===== config.mk =====
export PLATFORM = sky130hd
export DESIGN_NAME = cfg_download
export DESIGN_NICKNAME = d
export VERILOG_FILES = /design/src/rtl/cfgdl_pkg.sv /design/src/rtl/cfgdl_trigger.sv /design/src/rtl/cfgdl_index.sv /design/src/rtl/cfgdl_seq.sv /design/src/rtl/cfg_download.sv
export SDC_FILE = /design/constraint.sdc
export NUM_CORES = 1
export LEC_CHECK = 0
export BUFFER_PORTS_ARGS = -buffer_cell sky130_fd_sc_hd__buf_4
export CAP_MARGIN = 40
export CORE_UTILIZATION = 30
export CTS_BUF_LIST = sky130_fd_sc_hd__clkbuf_4
export CTS_CLUSTER_DIAMETER = 120
export DETAILED_ROUTE_END_ITERATION = 10
export HOLD_SLACK_MARGIN = 0.1
export PLACE_DENSITY_LB_ADDON = 0.05
export SKIP_LAST_GASP = 1
export SYNTH_ARGS = -nofsm -noshare
export SYNTH_HDL_FRONTEND = slang
export SYNTH_SLANG_ARGS = --single-unit

===== constraint.sdc =====
create_clock -name clk -period 1.8 [get_ports clk]
set_input_delay 0.27 -clock clk [delete_from_list [all_inputs] [get_ports clk]]
set_output_delay 0.27 -clock clk [all_outputs]
set_load 0.02 [all_outputs]

===== src/rtl/cfgdl_pkg.sv =====
package cfgdl_pkg;
  typedef enum logic [1:0] {
    ST_IDLE  = 2'd0,
    ST_READ  = 2'd1,
    ST_LATCH = 2'd2,
    ST_WRITE = 2'd3
  } dl_state_e;
endpackage


===== src/rtl/cfgdl_trigger.sv =====
module cfgdl_trigger #(
  parameter int ADDR_W    = 8,
  parameter int DATA_W    = 8,
  parameter int CTRL_ADDR = 'hD8,
  parameter int CTRL_BIT  = 0
) (
  input  logic              clk,
  input  logic              rst_n,
  input  logic              wr_en,
  input  logic [ADDR_W-1:0] wr_addr,
  input  logic [DATA_W-1:0] wr_data,
  input  logic              busy,
  input  logic              finish,
  output logic              start,
  output logic              user_flag
);
  localparam logic [ADDR_W-1:0] CTRL_A = ADDR_W'(CTRL_ADDR);

  logic hit;
  assign hit   = wr_en && (wr_addr == CTRL_A) && wr_data[CTRL_BIT];
  assign start = hit && !busy;

  always_ff @(posedge clk or negedge rst_n) begin
    if (!rst_n)      user_flag <= 1'b0;
    else if (finish) user_flag <= 1'b0;
    else if (start)  user_flag <= 1'b1;
  end

  // a write during a download leaves the request bit alone
  p_ignore_busy_r8: assert property (@(posedge clk) disable iff (!rst_n)
    (busy && !finish && wr_en) |=> $stable(user_flag));
  // bit clears together with the end of the download
  p_flag_clear_r9: assert property (@(posedge clk) disable iff (!rst_n)
    finish |=> !user_flag);
endmodule


===== src/rtl/cfgdl_index.sv =====
module cfgdl_index #(
  parameter int COUNT   = 224,
  parameter int ADDR_W  = 8,
  parameter int NV_AW   = 16,
  parameter int NV_BASE = 'hF800
) (
  input  logic              clk,
  input  logic              rst_n,
  input  logic              clear,
  input  logic              step,
  output logic              idx_last,
  output logic [ADDR_W-1:0] ram_addr,
  output logic [NV_AW-1:0]  nv_addr
);
  localparam int IDX_W = (COUNT > 1) ? $clog2(COUNT) : 1;
  localparam logic [NV_AW-1:0] BASE = NV_AW'(NV_BASE);
  localparam bit ALIGNED = ((NV_BASE % (1 << ADDR_W)) == 0) && (NV_AW > ADDR_W);

  logic [IDX_W-1:0] idx;

  always_ff @(posedge clk or negedge rst_n) begin
    if (!rst_n)     idx <= '0;
    else if (clear) idx <= '0;
    else if (step)  idx <= idx + 1'b1;
  end

  assign idx_last = (idx == IDX_W'(COUNT - 1));
  assign ram_addr = ADDR_W'(idx);

  generate
    if (ALIGNED) begin : g_prefix
      assign nv_addr = {BASE[NV_AW-1:ADDR_W], ram_addr};
    end else begin : g_adder
      assign nv_addr = BASE + NV_AW'(idx);
    end
  endgenerate

  // the walk never steps beyond the last configuration byte
  p_no_wrap_r2: assert property (@(posedge clk) disable iff (!rst_n)
    step |-> !idx_last);
endmodule


===== src/rtl/cfgdl_seq.sv =====
module cfgdl_seq #(
  parameter int DATA_W = 8
) (
  input  logic              clk,
  input  logic              rst_n,
  input  logic              start,
  input  logic              idx_last,
  input  logic [DATA_W-1:0] rd_data,
  input  logic              wr_ready,
  output logic              rd_en,
  output logic              wr_valid,
  output logic [DATA_W-1:0] wr_data,
  output logic              busy,
  output logic              done,
  output logic              finish,
  output logic              step,
  output logic              clear
);
  import cfgdl_pkg::*;

  dl_state_e state, state_nx;
  logic      xfer;

  assign xfer     = (state == ST_WRITE) && wr_ready;
  assign finish   = xfer && idx_last;
  assign step     = xfer && !idx_last;
  assign clear    = (state == ST_IDLE) && start;
  assign rd_en    = (state == ST_READ);
  assign wr_valid = (state == ST_WRITE);
  assign busy     = (state != ST_IDLE);

  always_comb begin
    state_nx = state;
    unique case (state)
      ST_IDLE:  if (start) state_nx = ST_READ;
      ST_READ:  state_nx = ST_LATCH;
      ST_LATCH: state_nx = ST_WRITE;
      ST_WRITE: if (wr_ready) state_nx = idx_last ? ST_IDLE : ST_READ;
      default:  state_nx = ST_IDLE;
    endcase
  end

  // Reset lands in ST_READ: the power-up download begins on release.
  always_ff @(posedge clk or negedge rst_n) begin
    if (!rst_n) begin
      state   <= ST_READ;
      wr_data <= '0;
      done    <= 1'b0;
    end else begin
      state <= state_nx;
      done  <= finish;
      if (state == ST_LATCH) wr_data <= rd_data;
    end
  end

  // request held steady under back-pressure
  p_hold_valid_r5: assert property (@(posedge clk) disable iff (!rst_n)
    (wr_valid && !wr_ready) |=> (wr_valid && $stable(wr_data)));
  // done lasts one cycle and only appears once idle
  p_done_pulse_r10: assert property (@(posedge clk) disable iff (!rst_n)
    done |=> !done);
  p_done_idle_r10: assert property (@(posedge clk) disable iff (!rst_n)
    done |-> !busy);
  // an accepted trigger makes the block busy at the next edge
  p_start_busy_r6: assert property (@(posedge clk) disable iff (!rst_n)
    start |=> busy);
endmodule


===== src/rtl/cfg_download.sv =====
module cfg_download #(
  parameter int ADDR_W     = 8,
  parameter int DATA_W     = 8,
  parameter int NV_AW      = 16,
  parameter int NV_BASE    = 'hF800,
  parameter int PAGE_BYTES = 32,
  parameter int CFG_PAGES  = 7,
  parameter int CTRL_ADDR  = 'hD8,
  parameter int CTRL_BIT   = 0
) (
  input  logic              clk,
  input  logic              rst_n,
  input  logic              reg_wr_en,
  input  logic [ADDR_W-1:0] reg_wr_addr,
  input  logic [DATA_W-1:0] reg_wr_data,
  output logic              user_flag,
  output logic              nv_rd_en,
  output logic [NV_AW-1:0]  nv_rd_addr,
  input  logic [DATA_W-1:0] nv_rd_data,
  output logic              ram_wr_valid,
  input  logic              ram_wr_ready,
  output logic [ADDR_W-1:0] ram_wr_addr,
  output logic [DATA_W-1:0] ram_wr_data,
  output logic              busy,
  output logic              done
);
  localparam int COUNT = PAGE_BYTES * CFG_PAGES;
  localparam logic [NV_AW-1:0] NV_LO = NV_AW'(NV_BASE);
  localparam logic [NV_AW-1:0] NV_HI = NV_AW'(NV_BASE + COUNT - 1);

  logic start, finish, step, clear, idx_last;

  cfgdl_trigger #(
    .ADDR_W(ADDR_W), .DATA_W(DATA_W), .CTRL_ADDR(CTRL_ADDR), .CTRL_BIT(CTRL_BIT)
  ) u_trigger (
    .clk(clk), .rst_n(rst_n), .wr_en(reg_wr_en), .wr_addr(reg_wr_addr),
    .wr_data(reg_wr_data), .busy(busy), .finish(finish),
    .start(start), .user_flag(user_flag)
  );

  cfgdl_index #(
    .COUNT(COUNT), .ADDR_W(ADDR_W), .NV_AW(NV_AW), .NV_BASE(NV_BASE)
  ) u_index (
    .clk(clk), .rst_n(rst_n), .clear(clear), .step(step),
    .idx_last(idx_last), .ram_addr(ram_wr_addr), .nv_addr(nv_rd_addr)
  );

  cfgdl_seq #(.DATA_W(DATA_W)) u_seq (
    .clk(clk), .rst_n(rst_n), .start(start), .idx_last(idx_last),
    .rd_data(nv_rd_data), .wr_ready(ram_wr_ready), .rd_en(nv_rd_en),
    .wr_valid(ram_wr_valid), .wr_data(ram_wr_data), .busy(busy),
    .done(done), .finish(finish), .step(step), .clear(clear)
  );

  // reads stay inside the configuration pages
  p_nv_range_r3: assert property (@(posedge clk) disable iff (!rst_n)
    nv_rd_en |-> ((nv_rd_addr >= NV_LO) && (nv_rd_addr <= NV_HI)));
  // write address also held under back-pressure
  p_hold_addr_r5: assert property (@(posedge clk) disable iff (!rst_n)
    (ram_wr_valid && !ram_wr_ready) |=> $stable(ram_wr_addr));
endmodule


==> After elaboration in Yosys (flattened, before gate mapping) <==
Cells that the tools add are included.
{ "op_classes": {"eq_ne": 7, "n_reduce_logical": 14, "n_addsub": 1, "muxes": 8} }
{ "op_table": {"columns": ["cell", "n"], "rows": [
  ["equality test 8 bit (second input constant)", 2],
  ["two-way mux 8 bit", 2],
  ["adder 8 x 1 -> 8 bit (second input constant)", 1],
  ["one-hot mux 2 bit (4 select lines)", 1],
  ["logical AND 1 bit", 7],
  ["nonzero test 2 bit", 3],
  ["equality test 2 bit (second input constant)", 2],
  ["two-way mux 2 bit", 2],
  ["!= test 2 x 1 -> 1 bit (second input constant)", 2],
  ["two-way mux 1 bit", 3],
  ["equality test 2 x 1 -> 1 bit (second input constant)", 1],
  ["zero test 1 bit", 2],
  ["zero test 2 bit", 1],
  ["AND reduction 2 bit", 1]
]} }
{ "word_totals": {"output_inout_bits": 37, "wordCells": 35, "regBits": 20, "inputBits": 28} }

==> Depth between registers and ports, before layout <==
{ "logic_depth": {"ltp_word": 6, "mapped_depth": 6, "depth_no_buf": 6} }

==> Hierarchy <==
Synthesis repeated with hierarchy kept, for this count alone.
{ "hier_totals": {"cells_unflattened": 107, "area_unflattened_um2": 1164.9} }
{ "modules_own_cells": {"columns": ["mod", "area_per_inst_um2", "seq_area_each_um2", "instances", "cells_each"], "rows": [
  ["cfgdl_seq", 549.3, 276.5, 1, 41],
  ["cfgdl_index", 521.8, 200.2, 1, 57],
  ["cfgdl_trigger", 93.8, 25.0, 1, 9]
]} }

==> Worst setup path before layout <==
No wires, ideal clock.
{ "synth_timing": {"path_kind": "register to register", "start": "register u_seq.state[0]", "end": "register u_index.idx[7], in the netlist u_index.ram_addr[7]", "setup_ps": 73, "required_ps": 1727, "period_less_slack_ps": 1884, "slack_ps": -84, "stages_incl_launch_ff": 6, "t_arrival_ps": 1811, "cell_sequence": "dfstp_2 -> ha_1 -> and2_2 -> o21ai_2 -> or4_4 -> a21oi_2"} }
{ "synth_rtl": {"columns": ["element", "line_no", "rtl"], "rows": [
  ["start, declared", "cfgdl_seq.sv:21", "dl_state_e state, state_nx;"],
  ["start signal, assigned", "cfgdl_seq.sv:50", "state <= state_nx;"],
  ["equality test 2 bit", null, null],
  ["via ram_wr_valid", "cfg_download.sv:20", "output logic ram_wr_valid,"],
  ["logical AND 1 bit", "cfgdl_seq.sv:24", "assign xfer = (state == ST_WRITE) && wr_ready;"],
  ["logical AND 1 bit", "cfgdl_seq.sv:26", "assign step = xfer && !idx_last;"],
  ["nonzero test 2 bit (no line)", null, null],
  ["end signal, assigned", "cfgdl_index.sv:24", "else if (step) idx <= idx + 1'b1;"],
  ["end, declared", "cfgdl_index.sv:19", "logic [IDX_W-1:0] idx;"]
]} }
The timed path passes the listed nets, and every way through them passes these cells.
A chain may end at the register's enable or synchronous reset.

==> Worst setup path after layout <==
{ "layout_timing": {"start": "register u_seq.state[0]", "end": "register u_index.idx[7], in the netlist u_index.ram_addr[7]"} }
{ "layout_via": {"elab_chain_len": 5} }
{ "layout_lines": {"columns": ["element", "line_no", "rtl"], "rows": [
  ["nonzero test 2 bit", "cfgdl_seq.sv:30", "assign busy = (state != ST_IDLE);"],
  ["zero test 1 bit", "cfgdl_trigger.sv:21", "assign start = hit && !busy;"],
  ["logical AND 1 bit", "cfgdl_trigger.sv:21", null],
  ["logical AND 1 bit", "cfgdl_seq.sv:27", "assign clear = (state == ST_IDLE) && start;"],
  ["two-way mux 8 bit or nonzero test 2 bit (tied branches)", null, null]
]} }
Several ways; a longest one is shown, not always the timed one.

==> flow_summary_export.csv <==
group,metric,value,unit
sta,drv_slew,0,
yosys,ys_seq_elements,20,
yosys,synth_cell_types,36,
floorplanning,fp.dieW,64.01,µm
cts,cts_tree,"built",
yosys,synth.avg_cell_area,10.99,µm²
place,io_buffers,49,
sta,period_share,0.9274,
yosys,ys.flop_type,"dfrtp_1",
layout,antenna_cells,0,
floorplanning,coreArea,3661,µm²
sta,setup_viol,0,
yosys,yosysWarnings,0,
sta,skew,0.8754,ps
setup_path,critPathLaunchType,"register",
yosys,synth_top_area_share,0.4121,
yosys,synth_cells,105,
yosys,synthTopCellsByCount,"dfrtp_1, buf_4, mux2_2, nor2_1, ha_1",
global_route,antenna_found_initial,0,
routing,routedWlPerCell,11.22,µm
setup_path,cp.required,2040,ps
pwr,leakage,0.0008166,µW
cts,clock_latency,300,ps
routing,vias,883,
min_path,worstHoldPathType,"input port to register",
yosys,yosysMostFrequentCell,"dfrtp_1",
pwr,power.density,1557,nW/µm²
sta,min_period,1669,ps
sta,fmax,599.0,MHz
yosys,synth.area.top_cells,"dfrtp_1, buf_4, mux2_2",
sta,finalHoldViolations,0,
floorplanning,dieArea,4097,µm²
yosys,netlist_area,1154,µm²
floorplanning,initial_core_util,0.3151,
status,outcome,"finished, final reports clean",
layout,syn2layout_area_growth,37.42,%
setup_path,crit_fanout,3,
place,dp_hpwl,1805,µm
place,place_inst,196,
layout,drive_gt1_frac,0.5098,
pwr,vdd_drop_max,0.7007,mV
routing,wirelength,2255,µm
floorplanning,die_h,64.01,µm
global_route,grt_pass1_wl,3553,µm
layout,final_net_count,188,
floorplanning,io_pins,65,
sta,rsz0062_at_grt,"false",
cts,clockBufferDepth,2,
cts,cts_sinks,20,
global_route,grt_pass1_vias,822,
routing,via_per_inst,4.393,
routing,route.detailed.drc,0,
cts,path_clk_slew,120,ps
global_route,grt.overflow.total,0,
setup_path,cp_data_arrival_time,1910,ps
setup_path,cp-end-kind,"register",
cts,clock-root-buffer,"clkbuf_4",
setup_path,critPathKind,"register to register",
global_route,grt_max_degree,21,
layout,final_cell_count_no_fill,201,
cts,htree_num_levels,1,
yosys,yosysSeqAreaShare,0.4349,
sta,tns,0,ps
yosys,synth_area_leader_cell,"dfrtp_1",
global_route,grt_usage,0.1150,
flow_run,cap_violations,0,
routing,drt_iter0_markers,13,
place,routabilityCongestion,0.7300,
floorplanning,rows,22,
routing,detail-route-antenna-nets,0,
yosys,synth-edff-count,0,
routing,drtPass1Iterations,3,
yosys,async_flop_share,1.000,
cts,cts_buffers,3,
final cells by class:
cell class                 count  area [µm²]
sequential                    20       501.7
inverter                       4       15.01
clock inverter                 1       30.03
tap                           48       60.06
timing repair buffer          56       422.9
clock buffer                   3       22.52
multi-input combinational     69       533.0
fill                         363        2076
worst max-delay path, cell delays in order (launching register included):
cell,delay [ps]
dfstp_2,570
ha_2,170
and2_2,150
o21ai_2,60
or4_4,510
a21oi_2,140
state kept, by name, indices dropped and copies added, names as in the netlist:
| name | cells |
|---|---|
| u_index.ram_addr | 8 |
| u_seq.wr_data | 8 |
| u_seq.state | 2 |
| u_seq.done | 1 |
| u_trigger.user_flag | 1 |
layer usage:
layer / part of all wire / global-route usage
met1: 0.45 / 0.1437
met2: 0.48 / 0.1941
met3: 0.049 / 0.01250
met4: 0.015 / 0.05966
met5: 0 / 0
cells by family (layout without fill, tap and decap cells):
| group | count (synthesis) | in the layout | share of synthesized area |
|---|---|---|---|
| buffers and inverters | 22 | 64 | 0.1247 |
| adders and majority gates | 6 | 6 | 0.06507 |
| xor gates and xnor gates | 4 | 4 | 0.03037 |
| other | 2 | 8 | 0.006510 |
| and+or+nand+nor | 26 | 26 | 0.1540 |
| AOI/OAI and AO/OA | 15 | 15 | 0.08785 |
| muxes | 10 | 10 | 0.09653 |
| DFF | 20 | 20 | 0.4349 |
final timing paths:
kind / from / end / slack, ps / depth (start not counted)
worst min-delay path: nv_rd_data[4] / u_seq.wr_data[4]$_DFFE_PN0N_ / 190 / 2
worst max-delay path: u_seq.state[0]$_DFFE_PN1P_ / u_index.ram_addr[7]$_DFFE_PN0P_ / 130 / 5
max in group asynchronous: rst_n / u_seq.state[0]$_DFFE_PN1P_ / 1160 / 2
min in group asynchronous: rst_n / u_index.ram_addr[7]$_DFFE_PN0P_ / 370 / 2
worst min register to register: u_trigger.user_flag$_DFFE_PN0P_ / u_trigger.user_flag$_DFFE_PN0P_ / 520 / 2
worst max register to register: u_seq.state[0]$_DFFE_PN1P_ / u_index.ram_addr[7]$_DFFE_PN0P_ / 130 / 5
placed cells by master, fill, tap and decap left out, drive strengths merged, types with 2 or more instances in the layout:
master  count
inv         4
a21oi       4
or3         2
clkbuf      3
o211ai      3
nand2       2
ha          6
o21ai       3
buf        55
dfrtp      19
and2        2
nor2        9
xor2        4
o31ai       2
conb        8
mux2        9
and4        2
per-stage QoR:
step                power [µW]    util  hold WS, ps  setup slack, ps  cell area, µm²
floorplan                 1621       -       -25.59            1.455            1179
global placement          2110  0.4159        167.1            150.3            1523
detailed placement        2134  0.4159        166.6            131.2            1523
CTS                       2513  0.4330        182.0            115.5            1585
global route              2641  0.4330        183.6            62.53            1585
finish                    2469  0.4330        192.8            130.7            1585
where the power goes:
| part | internal (µW) | switching, µW | total (µW) |
|---|---|---|---|
| clock | 225 | 145 | 370 |
| combinational | 656 | 682 | 1340 |
| sequential | 628 | 133 | 761 |
repair_timing:
item,CTS,global route
gates resized for setup,0,0
endpoints found under the hold margin,20,0
hold buffers,1,0
setup buffers,0,0
Note: power is estimated with default switching activity, not from simulation.
